===== src/rtl/eprom_rd_pkg.sv =====
// Package: shared types for the EPROM read sequencer.
// Assumes: nothing beyond IEEE 1800-2017.
package eprom_rd_pkg;

    // Access phases; strobe levels are decoded from these.
    typedef enum logic [2:0] {
        ST_IDLE    = 3'd0,
        ST_SETUP   = 3'd1,
        ST_CE_WAIT = 3'd2,
        ST_OE_WAIT = 3'd3,
        ST_CAPTURE = 3'd4,
        ST_RELEASE = 3'd5
    } rd_state_t;

endpackage


===== src/rtl/eprom_wait_timer.sv =====
// Module: reloadable down-counter used for both strobe waits.
// A load writes load_val; the count then falls by one per cycle to zero.
// expired is high while the count is zero. Holding load_val = N-1 makes
// a wait of exactly N cycles after the load edge.
// Assumes: load is not asserted in a cycle where expiry is being consumed
// unless a new wait is intended.
module eprom_wait_timer #(
    parameter int CNT_W = 4
) (
    input  logic             clk,
    input  logic             rst_n,
    input  logic             load,
    input  logic [CNT_W-1:0] load_val,
    output logic             expired
);

    logic [CNT_W-1:0] cnt_q;

    // Count register: reload on request, otherwise decrement to zero.
    always_ff @(posedge clk) begin
        if (!rst_n) begin
            cnt_q <= '0;
        end else if (load) begin
            cnt_q <= load_val;
        end else if (cnt_q != '0) begin
            cnt_q <= cnt_q - 1'b1;
        end
    end

    // Expiry flag is a pure decode of the count.
    assign expired = (cnt_q == '0);

    // a running count only ever moves down by one
    cnt_step_chk: assert property (@(posedge clk) disable iff (!rst_n)
        (!$past(load) && $past(cnt_q) != '0) |-> (cnt_q == $past(cnt_q) - 1'b1));

endmodule


===== src/rtl/eprom_id_parity.sv =====
// Module: odd-parity check for an identifier byte.
// Purely combinational; odd_ok is high when the byte has an odd number
// of set bits (the top bit is the parity bit).
// Assumes: DATA_W >= 2.
module eprom_id_parity #(
    parameter int DATA_W = 8
) (
    input  logic [DATA_W-1:0] byte_in,
    output logic              odd_ok
);

    logic [DATA_W-1:0] fold;

    // Ripple XOR chain over the byte, one stage per bit.
    for (genvar g = 0; g < DATA_W; g++) begin : g_fold
        if (g == 0) begin : g_first
            assign fold[g] = byte_in[g];
        end else begin : g_next
            assign fold[g] = fold[g-1] ^ byte_in[g];
        end
    end

    assign odd_ok = fold[DATA_W-1];

endmodule


===== src/rtl/eprom_rd_seq.sv =====
// Module: phase sequencer for one or two EPROM reads.
// Moves IDLE -> SETUP -> CE_WAIT -> OE_WAIT -> CAPTURE -> RELEASE and
// either back to SETUP (second identifier byte) or to IDLE. It loads
// the shared timer on entry to each wait phase.
// Assumes: T_CE_OE >= 1 and T_OE >= 1.
module eprom_rd_seq
    import eprom_rd_pkg::*;
#(
    parameter int T_CE_OE = 3,
    parameter int T_OE    = 2,
    parameter int CNT_W   = 4
) (
    input  logic             clk,
    input  logic             rst_n,
    input  logic             req,
    input  logic             id_mode,
    input  logic             expired,
    output rd_state_t        state,
    output logic             tmr_load,
    output logic [CNT_W-1:0] tmr_val,
    output logic             start,
    output logic             next_id,
    output logic             sample,
    output logic             id_active
);

    localparam logic [CNT_W-1:0] CE_RELOAD = CNT_W'(T_CE_OE - 1);
    localparam logic [CNT_W-1:0] OE_RELOAD = CNT_W'(T_OE - 1);

    rd_state_t state_q, state_d;
    logic      id_q, id_second_q;

    // Phase events used by the datapath.
    assign start   = (state_q == ST_IDLE) && req;
    assign next_id = (state_q == ST_RELEASE) && id_q && !id_second_q;
    assign sample  = (state_q == ST_OE_WAIT) && expired;

    // Next-phase and timer-load decode.
    always_comb begin
        state_d  = state_q;
        tmr_load = 1'b0;
        tmr_val  = CE_RELOAD;
        case (state_q)
            ST_IDLE:    if (req) state_d = ST_SETUP;
            ST_SETUP: begin
                state_d  = ST_CE_WAIT;
                tmr_load = 1'b1;
                tmr_val  = CE_RELOAD;
            end
            ST_CE_WAIT: if (expired) begin
                state_d  = ST_OE_WAIT;
                tmr_load = 1'b1;
                tmr_val  = OE_RELOAD;
            end
            ST_OE_WAIT: if (expired) state_d = ST_CAPTURE;
            ST_CAPTURE: state_d = ST_RELEASE;
            ST_RELEASE: state_d = next_id ? ST_SETUP : ST_IDLE;
            default:    state_d = ST_IDLE;
        endcase
    end

    // Phase register.
    always_ff @(posedge clk) begin
        if (!rst_n) state_q <= ST_IDLE;
        else        state_q <= state_d;
    end

    // Identify-sequence flags: active for both reads, second marks byte 1.
    always_ff @(posedge clk) begin
        if (!rst_n) begin
            id_q        <= 1'b0;
            id_second_q <= 1'b0;
        end else if (start) begin
            id_q        <= id_mode;
            id_second_q <= 1'b0;
        end else if (next_id) begin
            id_second_q <= 1'b1;
        end else if (state_q == ST_RELEASE) begin
            id_q        <= 1'b0;
            id_second_q <= 1'b0;
        end
    end

    assign state     = state_q;
    assign id_active = id_q;

    // the release phase lasts a single cycle
    release_once_chk: assert property (@(posedge clk) disable iff (!rst_n)
        (state_q == ST_RELEASE) |=> (state_q != ST_RELEASE));

    // second-byte marker only inside an identify sequence
    id_second_scope_chk: assert property (@(posedge clk) disable iff (!rst_n)
        id_second_q |-> id_q);

endmodule


===== src/rtl/eprom_reader.sv =====
// Module: top of the EPROM read sequencer.
// Registers the memory address, decodes both strobes from the phase,
// captures the data lines and the identifier parity, and pulses ack.
// Assumes: T_CE_OE >= 1, T_OE >= 1; req is ignored outside idle.
module eprom_reader
    import eprom_rd_pkg::*;
#(
    parameter int ADDR_W  = 17,
    parameter int DATA_W  = 8,
    parameter int T_CE_OE = 3,
    parameter int T_OE    = 2
) (
    input  logic              clk,
    input  logic              rst_n,
    input  logic              req,
    input  logic [ADDR_W-1:0] addr,
    input  logic              id_mode,
    output logic              ack,
    output logic [DATA_W-1:0] data,
    output logic              parity_err,
    output logic              id_mode_req,
    output logic [ADDR_W-1:0] mem_addr,
    output logic              mem_ce_n,
    output logic              mem_oe_n,
    input  logic [DATA_W-1:0] mem_dq
);

    localparam int WAIT_MAX = (T_CE_OE > T_OE) ? T_CE_OE : T_OE;
    localparam int CNT_W    = $clog2(WAIT_MAX + 1);

    rd_state_t         state;
    logic              tmr_load, expired, start, next_id, sample, id_active;
    logic [CNT_W-1:0]  tmr_val;
    logic              odd_ok;
    logic [ADDR_W-1:0] addr_q;
    logic [DATA_W-1:0] data_q;
    logic              ack_q, perr_q;

    eprom_rd_seq #(.T_CE_OE(T_CE_OE), .T_OE(T_OE), .CNT_W(CNT_W)) u_seq (
        .clk(clk), .rst_n(rst_n), .req(req), .id_mode(id_mode),
        .expired(expired), .state(state), .tmr_load(tmr_load),
        .tmr_val(tmr_val), .start(start), .next_id(next_id),
        .sample(sample), .id_active(id_active)
    );

    eprom_wait_timer #(.CNT_W(CNT_W)) u_tmr (
        .clk(clk), .rst_n(rst_n), .load(tmr_load),
        .load_val(tmr_val), .expired(expired)
    );

    eprom_id_parity #(.DATA_W(DATA_W)) u_par (
        .byte_in(mem_dq), .odd_ok(odd_ok)
    );

    // Address register: request address, or identifier index 0 then 1.
    always_ff @(posedge clk) begin
        if (!rst_n)       addr_q <= '0;
        else if (start)   addr_q <= id_mode ? '0 : addr;
        else if (next_id) addr_q <= ADDR_W'(1);
    end

    // Capture register: byte, parity flag and ack pulse.
    always_ff @(posedge clk) begin
        if (!rst_n) begin
            data_q <= '0;
            perr_q <= 1'b0;
            ack_q  <= 1'b0;
        end else begin
            ack_q <= sample;
            if (sample) begin
                data_q <= mem_dq;
                perr_q <= id_active && !odd_ok;
            end
        end
    end

    // Strobe decode from the registered phase.
    assign mem_ce_n    = !((state == ST_CE_WAIT) || (state == ST_OE_WAIT) ||
                           (state == ST_CAPTURE));
    assign mem_oe_n    = !((state == ST_OE_WAIT) || (state == ST_CAPTURE));
    assign mem_addr    = addr_q;
    assign data        = data_q;
    assign parity_err  = perr_q;
    assign ack         = ack_q;
    assign id_mode_req = id_active;

    // Cycle counters for the strobe-timing checks below.
    logic [15:0] ce_cyc, oe_cyc;
    always_ff @(posedge clk) begin
        if (!rst_n) begin
            ce_cyc <= '0;
            oe_cyc <= '0;
        end else begin
            ce_cyc <= mem_ce_n ? 16'd0 : ce_cyc + 16'd1;
            oe_cyc <= mem_oe_n ? 16'd0 : oe_cyc + 16'd1;
        end
    end


    oe_needs_ce_chk: assert property (@(posedge clk) disable iff (!rst_n)
        !mem_oe_n |-> !mem_ce_n);


    oe_delay_chk: assert property (@(posedge clk) disable iff (!rst_n)
        $fell(mem_oe_n) |-> (ce_cyc == 16'(T_CE_OE)));


    sample_window_chk: assert property (@(posedge clk) disable iff (!rst_n)
        sample |-> (!mem_oe_n && oe_cyc == 16'(T_OE - 1)));


    ack_pulse_chk: assert property (@(posedge clk) disable iff (!rst_n)
        ack |=> !ack);


    addr_hold_chk: assert property (@(posedge clk) disable iff (!rst_n)
        (!mem_ce_n && $past(!mem_ce_n)) |-> $stable(mem_addr));


    id_addr_chk: assert property (@(posedge clk) disable iff (!rst_n)
        (id_mode_req && !mem_ce_n) |-> (mem_addr[ADDR_W-1:1] == '0));


    perr_scope_chk: assert property (@(posedge clk) disable iff (!rst_n)
        (ack && !$past(id_mode_req)) |-> !parity_err);

endmodule


===== config.mk =====
export PLATFORM = sky130hd
export DESIGN_NAME = eprom_reader
export DESIGN_NICKNAME = d
export VERILOG_FILES = /design/src/rtl/eprom_rd_pkg.sv /design/src/rtl/eprom_wait_timer.sv /design/src/rtl/eprom_id_parity.sv /design/src/rtl/eprom_rd_seq.sv /design/src/rtl/eprom_reader.sv
export SDC_FILE = /design/constraint.sdc
export NUM_CORES = 1
export LEC_CHECK = 0
export ABC_CLOCK_PERIOD_IN_PS = 1950
export BUFFER_PORTS_ARGS = -buffer_cell sky130_fd_sc_hd__buf_2
export CORE_ASPECT_RATIO = 0.6
export CORE_UTILIZATION = 30
export CTS_CLUSTER_DIAMETER = 120
export DETAILED_ROUTE_END_ITERATION = 10
export PLACE_DENSITY = 0.61
export SETUP_SLACK_MARGIN = 0.5
export SLEW_MARGIN = 20
export SYNTH_ARGS = -nofsm -noshare
export SYNTH_HDL_FRONTEND = slang
export SYNTH_HIERARCHICAL = 1
export SYNTH_SLANG_ARGS = --single-unit

===== constraint.sdc =====
create_clock -name clk -period 1.95 [get_ports clk]
set_input_delay 0.39 -clock clk [delete_from_list [all_inputs] [get_ports clk]]
set_output_delay 0.39 -clock clk [all_outputs]
set_load 0.005 [all_outputs]

==> qor.csv <==
stage;metric;value;unit
clock_network;htreeDepth;2;
yosys;synthArstFlopShare;0;
job;cap_violations;0;
yosys;ys.flop_type;dfxtp_1;
yosys;synthAdderAreaFrac;0.00773;
timing;finalHoldViolCount;0;
global_routing;grt_pass1_vias;1276;
global_routing;antenna_found_initial;0;
layout;diodes;0;
layout;area_delta_synth_final;34.1;%
placed_design;io_buffer_count;58;
detailed_routing;viasPerCell;4.53;
detailed_routing;vias;1373;
detailed_routing;wl;3.63;mm
critical_path;start_kind;flop;
placed_design;dp_slack;0.401;ns
power;switchingPower;683;uW
yosys;synthTopCellsByCount;dfxtp_1, inv_1, nand2_1;
layout;nets;266;
critical_path;cp-end-kind;output port;
clock_network;clk_pin_slew;0.07;ns
critical_path;setup.worst_path.start;u_seq/state[2]$_SDFFE_PN0P_;
yosys;netlist_area;0.00162;sq mm
yosys;synth_top_family_by_area;simple AND/OR/NAND/NOR gates;
floorplanning;row_count;20;
yosys;synth-seq-cells;34;
yosys;synthMuxAreaShare;0.0564;
power;clock_power_share;0.248;
global_routing;grt_overflow_total;0;
clock_network;clock-sinks;34;
placed_design;gp_congestion;0.706;
yosys;avgSynthCellArea;9.64;sq um
global_routing;track_usage;0.133;
floorplanning;die_w;96.8;um
timing;period_minus_slack;1.44;ns
placed_design;dp_hpwl;2.48;mm
critical_path;slowest_stage;dfxtp_4;
yosys;synthDistinctLibCells;41;
yosys;ys_seq_area_frac;0.420;
detailed_routing;wl_per_cell;12.0;um
power;switching_share;0.321;
timing;worst_slack;0.515;ns
clock_network;root_buffer;clkbuf_8;
clock_network;clock_latency;0.28;ns
timing;worst_pin_slew;0.323;ns
yosys;yosysTopAreaCell;dfxtp_1;
timing;rsz0062_at_grt;true;
timing;fin_hold_ws;0.350;ns
detailed_routing;drtPass1Iterations;4;
power;leakage;0.000956;uW
yosys;yosys_warnings;6;
critical_path;critical_path.cell_chain;nor3b_4 -> a21oi_1 -> buf_2;
floorplanning;core-area;0.00513;sq mm
power;power_per_cell_area;980;mW/mm^2
yosys;syn_inst;168;
clock_network;cts.path.max_buffers;2;
detailed_routing;ant_nets;0;
critical_path;reg2reg_from;u_seq/state[1]$_SDFFE_PN0P_;
layout;drive_gt1_frac;0.456;
yosys;synth_top_area_share;0.420;
critical_path;critPathMaxStageDelay;0.40;ns
yosys;synth.most_common_cell;dfxtp_1;
min_path;hold_class;input pin to flop;
timing;drv_slew;0;
power;pwr-share-seq;0.407;
timing;max_slew_margin;0.785;
floorplanning;start_util;0.316;
critical_path;worstPathMaxFanout;8;
global_routing;grt_pass1_wl;6.00;mm
critical_path;worst-endpoint-required;1.56;ns
timing;setup_viol;0;
clock_network;cts_tree;built;
critical_path;path_buf_inv;1;
detailed_routing;dr.first_iter.drc_count;35;
power;ir_drop;0.000266;V
run_status;status;completed;
critical_path;worstPathArrival;1.05;ns
floorplanning;ios;59;
critical_path;crit_family;flip-flops;
timing;post-route-period-util;0.736;
global_routing;grt_max_degree;19;
detailed_routing;drc_errors;0;
timing;fmax;0.697;GHz
yosys;synth-compound-area-share;0.176;
yosys;synth-edff-count;0;
timing;skew;0.00722;ns
yosys;synth_nets;198;
clock_network;holdBufCountCts;0;
floorplanning;design.die.area;0.00570;sq mm
min_path;hold_start;addr[12];
yosys;synthSimpleGateAreaFrac;0.199;
yosys;synthXorXnorAreaFrac;0.0433;
floorplanning;die_h;58.9;um
power;p_int;1440;uW
timing;finalSetupTns;0;ns
yosys;synth_area_leaders;dfxtp_1, o32ai_2, mux2i_1;
power;p_comb_frac;0.345;
critical_path;path_class;flop to output port;
clock_network;cts_buffers;5;
==> stage by stage <==
step | cells | util | total power [uW] | instance area (sq um)
finish | 303 | 0.423 | 2130 | 2170
CTS | 298 | 0.409 | 2080 | 2100
global route | 303 | 0.423 | 2280 | 2170
detailed placement | 287 | 0.380 | 1490 | 1950
floorplan | 168 | - | 1320 | 1620
global placement | 287 | 0.380 | 1480 | 1950
==> path summary, 6_finish.rpt <==
kind                               end  slack, ns  cells past startpoint
max                           mem_oe_n       0.51                      3
min          mem_addr[12]$_SDFFE_PN0P_       0.35                      3
max reg2reg   mem_addr[5]$_SDFFE_PN0P_       0.59                      6
min reg2reg   mem_addr[8]$_SDFFE_PN0P_       0.47                      2
==> cell usage in the layout, fill, tap and decap left out, types with 2 or more instances in the layout <==
cell type | Yosys | final
inv_1 | 17 | 15
xor2_1 | 2 | 2
dfxtp_4 | 0 | 3
nand3_1 | 3 | 2
nand4b_1 | 2 | 2
nand3b_1 | 2 | 2
buf_4 | 4 | 8
nor2_4 | 0 | 2
buf_6 | 1 | 3
o32ai_2 | 8 | 8
nand2_1 | 16 | 16
dfxtp_1 | 34 | 31
clkbuf_2 | 0 | 2
o21ai_1 | 3 | 3
clkbuf_8 | 0 | 6
inv_2 | 3 | 5
buf_2 | 4 | 58
nor2b_1 | 4 | 2
nor2_1 | 14 | 12
and2_1 | 2 | 2
xnor2_1 | 6 | 6
a21oi_1 | 3 | 3
nand2b_1 | 5 | 5
mux2i_1 | 8 | 8
o32ai_1 | 7 | 7
==> cells by family (layout without fill, tap and decap cells) <==
logic type                 Yosys count  count (layout)
buffers and inverters               30              99
DFF                                 34              34
AOI/OAI and AO/OA                   28              28
and+or+nand+nor                     58              58
adders and majority gates            1               1
xor gates and xnor gates             8               8
muxes                                9               9
==> cell type report <==
type                       count  area [sq um]
fill                         501          2960
multi-input combinational    104           836
sequential                    34           692
timing repair buffer          71           394
clock buffer                   7          86.3
tap                           66          82.6
inverter                      20          75.1
clock inverter                 1          5.00
==> per-layer routing <==
layer  GRT usage  part of all wire
met5           0                 0
met3      0.0594             0.080
met2       0.203              0.43
met4      0.0256            0.0011
met1       0.176              0.49
==> power by group through the flow <==
stage | Clock [uW] | Combinational [uW] | Sequential [uW]
2_1_floorplan | 0 | 479 | 845
3_3_place_gp | 0 | 610 | 869
3_5_place_dp | 0 | 616 | 870
4_1_cts | 554 | 663 | 864
5_1_grt | 587 | 814 | 876
6_report | 527 | 735 | 865
==> state kept, by name, summed over array words and instances (netlist names) <==
signal / cells
ack: 1
data: 8
mem_addr: 17
parity_err: 1
u_seq/id_active: 1
u_seq/id_second_q: 1
u_seq/state: 3
u_tmr/cnt_q: 2
==> worst reg2reg max path, cell delays in order, from the launching register on <==
cell and delay (ns):
dfxtp_4 0.38, nor2_4 0.18, nand3b_4 0.11, inv_2 0.08
nand2b_1 0.14, buf_4 0.24, o32ai_1 0.14
==> what timing repair did <==
| action | CTS | global route |
|---|---|---|
| endpoints found under the setup margin | 29 | 29 |
| gates cloned | 1 | 0 |
| pin swaps | 2 | 3 |
| buffers inserted | 2 | 5 |
| gates resized for setup | 12 | 12 |
Power figures use the tool's default switching activity.
